$ cat src/rtl/pm_evt_pkg.sv
package pm_evt_pkg;
  localparam int REG_W        = 32;
  localparam int N_ED         = 2;
  localparam int N_SRC        = N_ED + 1;
  localparam int B_READY      = 0;
  localparam int B_PME_EN     = 1;
  localparam int B_WOL_STS    = 5;
  localparam int B_WOL_EN     = 9;
  localparam int B_VPHY_RST   = 10;
  localparam int B_ED_EN_LSB  = 14;
  localparam int B_ED_STS_LSB = 16;
endpackage

$ cat src/rtl/pm_evt_sticky.sv
module pm_evt_sticky (
  input  logic clk_i,
  input  logic rst_ni,
  input  logic evt_i,
  input  logic clr_i,
  output logic sts_o
);
  logic evt_q, sts_q;

  always_ff @(posedge clk_i or negedge rst_ni) begin
    if (!rst_ni) begin
      evt_q <= 1'b0;
      sts_q <= 1'b0;
    end else begin
      evt_q <= evt_i;
      // clear only honoured once the source has dropped
      sts_q <= (sts_q & ~(clr_i & ~evt_i)) | (evt_i & ~evt_q);
    end
  end

  assign sts_o = sts_q;

  p_set_on_rise_r3: assert property (@(posedge clk_i) disable iff (!rst_ni)
    (evt_i && !evt_q) |=> sts_o);
  p_hold_while_active_r4: assert property (@(posedge clk_i) disable iff (!rst_ni)
    (sts_o && evt_i) |=> sts_o);
  p_no_clear_without_write_r4: assert property (@(posedge clk_i) disable iff (!rst_ni)
    (sts_o && !clr_i) |=> sts_o);
endmodule

$ cat src/rtl/pm_vphy_rst.sv
module pm_vphy_rst (
  input  logic clk_i,
  input  logic rst_ni,
  input  logic set_i,
  input  logic done_i,
  output logic rst_o
);
  logic rst_q;

  always_ff @(posedge clk_i or negedge rst_ni) begin
    if (!rst_ni)     rst_q <= 1'b0;
    else if (rst_q)  rst_q <= ~done_i;   // writes locked out while pending
    else if (set_i)  rst_q <= 1'b1;
  end

  assign rst_o = rst_q;

  p_lock_while_pending_r9: assert property (@(posedge clk_i) disable iff (!rst_ni)
    (rst_o && !done_i) |=> rst_o);
  p_clear_on_done_r8: assert property (@(posedge clk_i) disable iff (!rst_ni)
    (rst_o && done_i) |=> !rst_o);
  p_start_on_write_r8: assert property (@(posedge clk_i) disable iff (!rst_ni)
    (!rst_o && set_i) |=> rst_o);
endmodule

$ cat src/rtl/pm_event_ctrl.sv
module pm_event_ctrl
  import pm_evt_pkg::*;
#(
  parameter int                ADDR_W   = 12,
  parameter logic [ADDR_W-1:0] REG_ADDR = 'h084
) (
  input  logic              clk_i,
  input  logic              rst_ni,
  input  logic [ADDR_W-1:0] reg_addr_i,
  input  logic              reg_we_i,
  input  logic [REG_W-1:0]  reg_wdata_i,
  output logic [REG_W-1:0]  reg_rdata_o,
  input  logic [N_ED-1:0]   ed_evt_i,
  input  logic              wol_evt_i,
  input  logic              vphy_rst_done_i,
  input  logic              dev_ready_i,
  output logic              vphy_rst_o,
  output logic              pme_irq_o,
  output logic              pme_req_o
);
  logic             sel, wr;
  logic [N_ED-1:0]  ed_en_q;
  logic             wol_en_q, pme_en_q;
  logic [N_SRC-1:0] src_evt, src_clr, src_sts, src_en;
  logic             vphy_q;

  assign sel = (reg_addr_i == REG_ADDR);
  assign wr  = sel & reg_we_i;

  always_ff @(posedge clk_i or negedge rst_ni) begin
    if (!rst_ni) begin
      ed_en_q  <= '0;
      wol_en_q <= 1'b0;
      pme_en_q <= 1'b0;
    end else if (wr) begin
      ed_en_q  <= reg_wdata_i[B_ED_EN_LSB +: N_ED];
      wol_en_q <= reg_wdata_i[B_WOL_EN];
      pme_en_q <= reg_wdata_i[B_PME_EN];
    end
  end

  assign src_evt = {wol_evt_i, ed_evt_i};
  assign src_en  = {wol_en_q, ed_en_q};

  for (genvar i = 0; i < N_SRC; i++) begin : g_src
    localparam int STS_BIT = (i < N_ED) ? (B_ED_STS_LSB + i) : B_WOL_STS;
    assign src_clr[i] = wr & reg_wdata_i[STS_BIT];
    pm_evt_sticky u_sticky (
      .clk_i (clk_i),
      .rst_ni(rst_ni),
      .evt_i (src_evt[i]),
      .clr_i (src_clr[i]),
      .sts_o (src_sts[i])
    );
  end

  pm_vphy_rst u_vphy (
    .clk_i (clk_i),
    .rst_ni(rst_ni),
    .set_i (wr & reg_wdata_i[B_VPHY_RST]),
    .done_i(vphy_rst_done_i),
    .rst_o (vphy_q)
  );

  assign vphy_rst_o = vphy_q;
  assign pme_irq_o  = |(src_sts & src_en);
  assign pme_req_o  = pme_irq_o & pme_en_q;

  always_comb begin
    reg_rdata_o = '0;
    if (sel) begin
      reg_rdata_o[B_READY]                  = dev_ready_i;
      reg_rdata_o[B_PME_EN]                 = pme_en_q;
      reg_rdata_o[B_WOL_STS]                = src_sts[N_ED];
      reg_rdata_o[B_WOL_EN]                 = wol_en_q;
      reg_rdata_o[B_VPHY_RST]               = vphy_q;
      reg_rdata_o[B_ED_EN_LSB +: N_ED]      = ed_en_q;
      reg_rdata_o[B_ED_STS_LSB +: N_ED]     = src_sts[N_ED-1:0];
    end
  end

  p_req_needs_irq_r7: assert property (@(posedge clk_i) disable iff (!rst_ni)
    pme_req_o |-> pme_irq_o);
  p_irq_needs_pending_r6: assert property (@(posedge clk_i) disable iff (!rst_ni)
    pme_irq_o |-> (src_sts != '0));
  p_rsvd_zero_r2: assert property (@(posedge clk_i) disable iff (!rst_ni)
    (reg_rdata_o & 32'hFFFC_39DC) == '0);
  p_enable_hold_r11: assert property (@(posedge clk_i) disable iff (!rst_ni)
    !wr |=> $stable({ed_en_q, wol_en_q, pme_en_q}));
endmodule

$ cat config.mk
export PLATFORM = sky130hd
export DESIGN_NAME = pm_event_ctrl
export DESIGN_NICKNAME = d
export VERILOG_FILES = /design/src/rtl/pm_evt_pkg.sv /design/src/rtl/pm_evt_sticky.sv /design/src/rtl/pm_vphy_rst.sv /design/src/rtl/pm_event_ctrl.sv
export SDC_FILE = /design/constraint.sdc
export NUM_CORES = 1
export LEC_CHECK = 0
export BUFFER_PORTS_ARGS = -buffer_cell sky130_fd_sc_hd__buf_2
export CAP_MARGIN = 25
export CORE_MARGIN = 3
export CORE_UTILIZATION = 35
export DETAILED_ROUTE_END_ITERATION = 8
export PLACE_DENSITY_LB_ADDON = 0.25
export SETUP_SLACK_MARGIN = 0.4
export SYNTH_ARGS = -nofsm -noshare
export SYNTH_HDL_FRONTEND = slang
export SYNTH_SLANG_ARGS = --single-unit
$ cat constraint.sdc
create_clock -name clk_i -period 2.6 [get_ports clk_i]
set_clock_uncertainty 0.15 [all_clocks]
set_input_delay 0.26 -clock clk_i [delete_from_list [all_inputs] [get_ports clk_i]]
set_output_delay 0.26 -clock clk_i [all_outputs]
set_load 0.1 [all_outputs]
Yosys cells after proc, flatten, opt, wreduce, memory -nomap -nowiden
Cells that the tools add are included.
- register bits after elaboration: 11
- word-level logic and storage cells: 47
- input port bits: 52
- equal/unequal tests: 1
- bitwise logic cells: 29
- multiplexer cells: 6
- reduce and logical (&&, ||, !) cells: 1
- operators by type and width (kind ; number):
    1-bit AND ; 15
    12-bit by 8-bit equality test with 1-bit output, second input constant ; 1
    1-bit NOT ; 10
    2-bit 2-to-1 mux ; 2
    4-bit 2-to-1 mux ; 1
    3-bit AND ; 1
    1-bit 2-to-1 mux ; 3
    1-bit OR ; 3
    3-bit OR reduction ; 1

Logic depth before layout (Yosys ltp)
Gate-level depths: netlist of run 1.
- depth after elaboration: 7
- depth in mapped cells: 4
- mapped depth without buffers: 3

Modules after synthesis
From an unflattened synthesis of run 1, not the netlist that was laid out.
- cell total of the unflattened synthesis: 73
- area, all modules: 753.2 µm²
- modules (own cells, without submodules) (module ; instances ; cells an instance ; area each (µm²) ; seq. area each (µm²)):
    pm_event_ctrl ; 1 ; 55 ; 508.0 ; 100.1
    pm_evt_sticky ; 3 ; 5 ; 68.8 ; 50.0
    pm_vphy_rst ; 1 ; 3 ; 38.8 ; 25.0

Least setup slack after synthesis of run 1
OpenSTA, ideal clock, no wires.
- path kind: register -> output
- start: reg g_src[0].u_sticky.sts_q
- end: out pme_req_o
- slack: 249 ps
- stages on the path, launching flop included: 4
- required time: 2190 ps
- path buffers: 0
- arrival: 1941 ps
- cells stage by stage: dfrtp_1 a22oi_1 nand2_1 and2_1
- cells in the longest elaborated chain, start to end: 3
- RTL lines (what ; RTL line ; source):
    start, declared ; pm_evt_sticky.sv:8 ; logic evt_q, sts_q;
    start signal, assigned ; pm_evt_sticky.sv:17 ; sts_q <= (sts_q & ~(clr_i & ~evt_i)) | (evt_i & ~evt_q);
    3-bit AND ; pm_event_ctrl.sv:66 ; assign pme_irq_o = |(src_sts & src_en);
    3-bit OR reduction ; pm_event_ctrl.sv:66 ;
    net pme_irq_o ; pm_event_ctrl.sv:18 ; output logic pme_irq_o,
    1-bit AND ; pm_event_ctrl.sv:67 ; assign pme_req_o = pme_irq_o & pme_en_q;
    end, declared ; pm_event_ctrl.sv:19 ; output logic pme_req_o
The timed path passes the listed nets, and every way through them passes these cells.

Final worst setup path of run 1
- start: in reg_addr_i[5]
- end: out reg_rdata_o[10]
- cells in the longest elaborated chain, start to end: 2
- RTL lines (what ; RTL line ; source):
    start, declared ; pm_event_ctrl.sv:9 ; input logic [ADDR_W-1:0] reg_addr_i,
    12-bit by 8-bit equality test with 1-bit output ; pm_event_ctrl.sv:27 ; assign sel = (reg_addr_i == REG_ADDR);
    2-bit 2-to-1 mux ; pm_event_ctrl.sv:71 ; if (sel) begin
    end, declared ; pm_event_ctrl.sv:12 ; output logic [REG_W-1:0] reg_rdata_o,
No other way between the ends.

==> out/qor.csv, run 1 <==
metric;value;unit
hold_path.class;in -> reg;
cts.sinks;11;
dp_slack;0.478;ns
p_per_area;504;nW/µm²
finalSetupViolations;0;
drive_gt1_frac;0.449;
yosysSeqAreaShare;0.370;
drcViolationCount;0;
fin_crit;2.01;ns
mostFrequentLayoutCell;buf_2;
cts.clk_slew.worst_paths;0.07;ns
layout_setup_ws;0.592;ns
n_antenna_cell;0;
synth_cell_types;17;
cp-end-kind;primary output;
cp.arrival;1.60;ns
yosys_warnings;0;
yosys.area_share.simple;0.242;
grt_start_max_net_pins;13;
hold_viol;0;
grt_pass1_vias;533;
root_buffer;clkbuf_4;
cts_setup_buffers;0;
areaGrowthSynthToFinish;27.4;%
period_share;0.772;
dieArea;2720;µm²
syn_avg_cell_area;10.2;µm²
place_congestion;0.686;
ant_nets;0;
ys_ff_latch;11;
numPortBuffers;39;
synthCells;73;
vias;564;
p_total;0.000478;W
die_x;52.1;µm
clkLatencyLatePin;0.26;ns
antenna_found_initial;0;
finalMaxSlewViolations;0;
fmax;498;MHz
clockBufferDepth;2;
wire_per_inst;9.86;µm
start_util;0.376;
status;completed;
cp_max_fo;12;
grt_pass1_wl;2170;µm
crit_required;2.19;ns
synthesis.area;744;µm²
synth_xor_area_frac;0;
hpwl;1170;µm
grt_setup_unrepaired;no;
yosys.area_share.adder;0;
cts_buffers;3;
irDropWorstVdd;0.200;mV
synth-compound-area-share;0.0639;
finalSetupTns;0;ns
cts_htree_levels;1;
pin_count;87;
dr.first_iter.drc_count;2;
die_h;52.1;µm
via_per_inst;3.89;
fin_util;0.479;
grt_overflow;0;
nets;171;
coreArea;1980;µm²
layout_common_cells;buf_2, conb_1, dfrtp_1;
rows;16;
first_pass_iters;2;
grt_use_total;0.108;
startpoint_type;primary input;
synth_top_family_by_area;buffers and inverters;
p_leak;0.550;nW
cts_tree;done;
totalWireLength;1430;µm
synth.area.mux_share;0.0605;
worst-setup-path-type;in -> out;
cap_violations;0;
==> worst paths after layout <==
kind                                  from                 endpoint  slack (ns)  cells past startpoint
max                          reg_addr_i[5]          reg_rdata_o[10]        0.59                      5
min                        vphy_rst_done_i             u_vphy.rst_o        0.03                      2
max reg2reg                     ed_en_q[0]               ed_en_q[0]        1.67                      1
min reg2reg                       pme_en_q                 pme_en_q        0.38                      1
max in group asynchronous           rst_ni  g_src[2].u_sticky.sts_o        1.87                      2
min in group asynchronous           rst_ni               ed_en_q[0]        0.23                      2
==> metrics by stage <==
step                hold slack (ns)  cells  area, µm²
floorplan                    -0.186     95        828
global placement            -0.0130    137        880
detailed placement         -0.00666    137        880
CTS                          0.0234    145        947
global route                 0.0296    145        948
finish                       0.0306    145        948
==> worst max-delay path: stages <==
cell	delay (ns)
buf_2	0.11
nor4b_4	0.30
and3_2	0.34
and2_1	0.16
buf_2	0.42
==> cell families after synthesis <==
group / after synthesis
other: 1
flip-flops: 11
AND/OR/NAND/NOR: 21
multiplexers: 4
buffers and inverters: 28
AO/OA/AOI/OAI: 8
==> flip-flops by register name (all words and copies together), names as in the netlist <==
signal and count:
ed_en_q 2, wol_en_q 1, u_vphy.rst_o 1, g_src.u_sticky.evt_q 3, pme_en_q 1, g_src.u_sticky.sts_o 3
==> cells in the mapped netlist <==
| library cell | number | area share |
|---|---|---|
| and2_1 | 10 | 0.084 |
| nand2_1 | 3 | 0.015 |
| a21oi_1 | 3 | 0.020 |
| buf_4 | 23 | 0.23 |
| a31oi_1 | 3 | 0.025 |
| a22oi_1 | 1 | 0.010 |
| dfrtp_1 | 11 | 0.37 |
| conb_1 | 1 | 0.0050 |
| nor4b_4 | 2 | 0.064 |
| o22ai_1 | 1 | 0.0084 |
| nand4_2 | 1 | 0.017 |
| clkbuf_2 | 1 | 0.0067 |
| and3_1 | 1 | 0.0084 |
| mux2_2 | 4 | 0.060 |
| nor4_4 | 1 | 0.029 |
| nor2b_1 | 3 | 0.025 |
| inv_1 | 4 | 0.020 |
==> power by group <==
part	total [W]	leakage, nW	switching [W]	internal [W]
clock network	0.000117	0.0177	0.0000602	0.0000568
logic	0.000187	0.401	0.000163	0.0000239
registers	0.000174	0.131	0.000000731	0.000173
==> area by class of cell <==
type / instances / area [µm²]
multi-input combinational: 56 / 362
timing repair buffer: 43 / 235
sequential: 11 / 275
clock inverter: 1 / 5.00
clock buffer: 3 / 22.5
tap: 27 / 33.8
fill: 205 / 1030
inverter: 4 / 15.0
==> timing repair <==
action	in CTS	in global routing
hold buffers	4	0
hold endpoints to repair	14	0
endpoints found under the setup margin	0	7
gates resized for setup	0	1
==> metal layers <==
layer	GRT usage	vias up	wire, µm
li1	-	284	-
met1	0.129	240	619
met2	0.169	40	634
met3	0.0401	0	175
met4	0.0524	0	0
met5	0	-	0
No activity file was read; power rests on OpenSTA's default activity.
==> run 2: changes to the inputs <==
--- a/config.mk
+++ b/config.mk
@@ -8,7 +8,7 @@
 export BUFFER_PORTS_ARGS = -buffer_cell sky130_fd_sc_hd__buf_2
 export CAP_MARGIN = 25
 export CORE_MARGIN = 3
-export CORE_UTILIZATION = 35
+export CORE_UTILIZATION = 29
 export DETAILED_ROUTE_END_ITERATION = 8
 export PLACE_DENSITY_LB_ADDON = 0.25
 export SETUP_SLACK_MARGIN = 0.4
==> constraint.sdc (replaced) <==
create_clock -name clk_i -period 1.7 [get_ports clk_i]
set_clock_uncertainty 0.15 [all_clocks]
set_input_delay 0.17 -clock clk_i [delete_from_list [all_inputs] [get_ports clk_i]]
set_output_delay 0.17 -clock clk_i [all_outputs]
set_load 0.1 [all_outputs]
==> run 2 against run 1 <==
  * Sequential power is 53% higher
  * Setup slack worse by 0.49 ns
  * Cell count is 12% higher
  * Largest cell class is now buffers
  * Global-route usage is 0.19 points higher
  * Wire length is 29% higher
==> out/qor.csv, run 2 (synthesis gave the netlist of run 1 again) <==
metric;value;unit
period_share;0.937;
finalSetupTns;0;ns
pin_count;87;
startpoint_type;primary input;
n_antenna_cell;0;
vias;664;
hpwl;1320;µm
reg2reg_to;g_src[0].u_sticky.sts_o;
rows;17;
grt_overflow;0;
crit_start;reg_addr_i[5];
crit_required;1.38;ns
power_frac_seq;0.352;
holdPathStages;3;
clockBufferDepth;2;
r2r_start;g_src[0].u_sticky.sts_o;
p_switching;0.000345;W
fin_util;0.582;
p_clk_frac;0.237;
cts_tree;done;
cp_max_fo;5;
cp-end-kind;primary output;
root_buffer;clkbuf_4;
hold_path.class;in -> reg;
switching_share;0.455;
finalSetupViolations;0;
finalMaxSlewViolations;0;
numPortBuffers;39;
die_x;56.7;µm
grt_start_max_net_pins;12;
cts_buffers;3;
irDropWorstVdd;0.569;mV
cts.sinks;11;
grt_setup_unrepaired;yes;
cp.arrival;1.27;ns
ant_nets;0;
fmax;628;MHz
status;completed;
via_per_inst;4.07;
fin_crit;1.59;ns
clkLatencyLatePin;0.27;ns
areaGrowthSynthToFinish;81.3;%
dieArea;3210;µm²
worst-setup-path-type;in -> out;
cts_htree_levels;1;
drive_gt1_frac;0.548;
ff2ff_path_depth;3;
place_congestion;0.689;
cap_violations;0;
drcViolationCount;0;
regToRegSetupSlack;0.75;ns
min_from;reg_wdata_i[5];
power.internal;0.000412;W
coreArea;2320;µm²
p_total;0.000757;W
first_pass_iters;1;
nets;188;
comb_power_share;0.410;
antenna_found_initial;0;
hold_path_end;g_src[2].u_sticky.sts_o;
layout_common_cells;buf_2, conb_1, buf_12;
dr.first_iter.drc_count;0;
start_util;0.321;
die_h;56.7;µm
wire_per_inst;11.3;µm
totalWireLength;1840;µm
grt_pass1_wl;2600;µm
cts.clk_slew.worst_paths;0.07;ns
hold_viol;0;
mostFrequentLayoutCell;buf_2;
p_per_area;561;nW/µm²
grt_pass1_vias;616;
p_leak;0.682;nW
grt_use_total;0.110;
-- run 2: cell types whose count changed in the layout (fill, tap and decap cells not counted), moves of 3 or more --
cell,previous run,this run
and2_1,9,0
and2_4,0,9
buf_12,0,12
buf_2,39,24
buf_4,0,9
buf_6,0,3
dlygate4sd3_1,4,11
-- run 2: final cells by class --
type	count	area, µm²
Multi-Input combinational cell	56	400
Fill cell	203	968
Timing Repair Buffer	60	597
Sequential cell	11	277
Clock buffer	4	26.3
Inverter	4	15.0
Tap cell	28	35.0
-- run 2: power groups by stage --
stage	combinational (W)	sequential, W	clock [W]
finish	0.000311	0.000267	0.000180
global route	0.000321	0.000267	0.000200
CTS	0.000304	0.000267	0.000193
detailed placement	0.000281	0.000272	0
global placement	0.000279	0.000272	0
floorplan	0.000275	0.000272	0
-- run 2: through the flow --
step                cells  worst slack [ns]  area, µm²  hold WS [ns]
floorplan              95             0.240        872        -0.276
global placement      139            0.0836       1070        -0.102
detailed placement    139            0.0633       1070       -0.0945
CTS                   160            0.0976       1290        0.0379
global route          163            0.0523       1350        0.0819
finish                163             0.107       1350        0.0569
-- run 2: how the worst max path moves through the flow --
stage | endpoint | slack [ns] | cells past startpoint
6_report | reg_rdata_o[14] | 0.11 | 6
2_1_floorplan | reg_rdata_o[10] | 0.24 | 4
3_5_place_dp | reg_rdata_o[1] | 0.06 | 6
4_1_cts | pme_req_o | 0.1 | 4
3_3_place_gp | reg_rdata_o[1] | 0.08 | 6
5_1_grt | pme_req_o | 0.05 | 4
-- run 2: timing repair --
item                                    in CTS  in global routing
gates cloned                                 0                  1
setup buffers                                6                  2
pin swaps                                    5                  4
endpoints found under the setup margin      12                 11
hold endpoints to repair                    22                  0
hold buffers                                11                  0
gates resized for setup                     11                  3
-- run 2: critical path: stages --
cell and delay, ns:
buf_2 0.12, nor4b_4 0.28, and3_4 0.26, clkbuf_16 0.14, and2_4 0.14, buf_12 0.16
-- run 2: routing by layer --
metal,wire [µm],up-vias,track usage
met5,0,-,0
met4,21,0,0.0407
met2,944,49,0.198
met1,644,289,0.106
met3,228,5,0.0552
li1,-,321,-
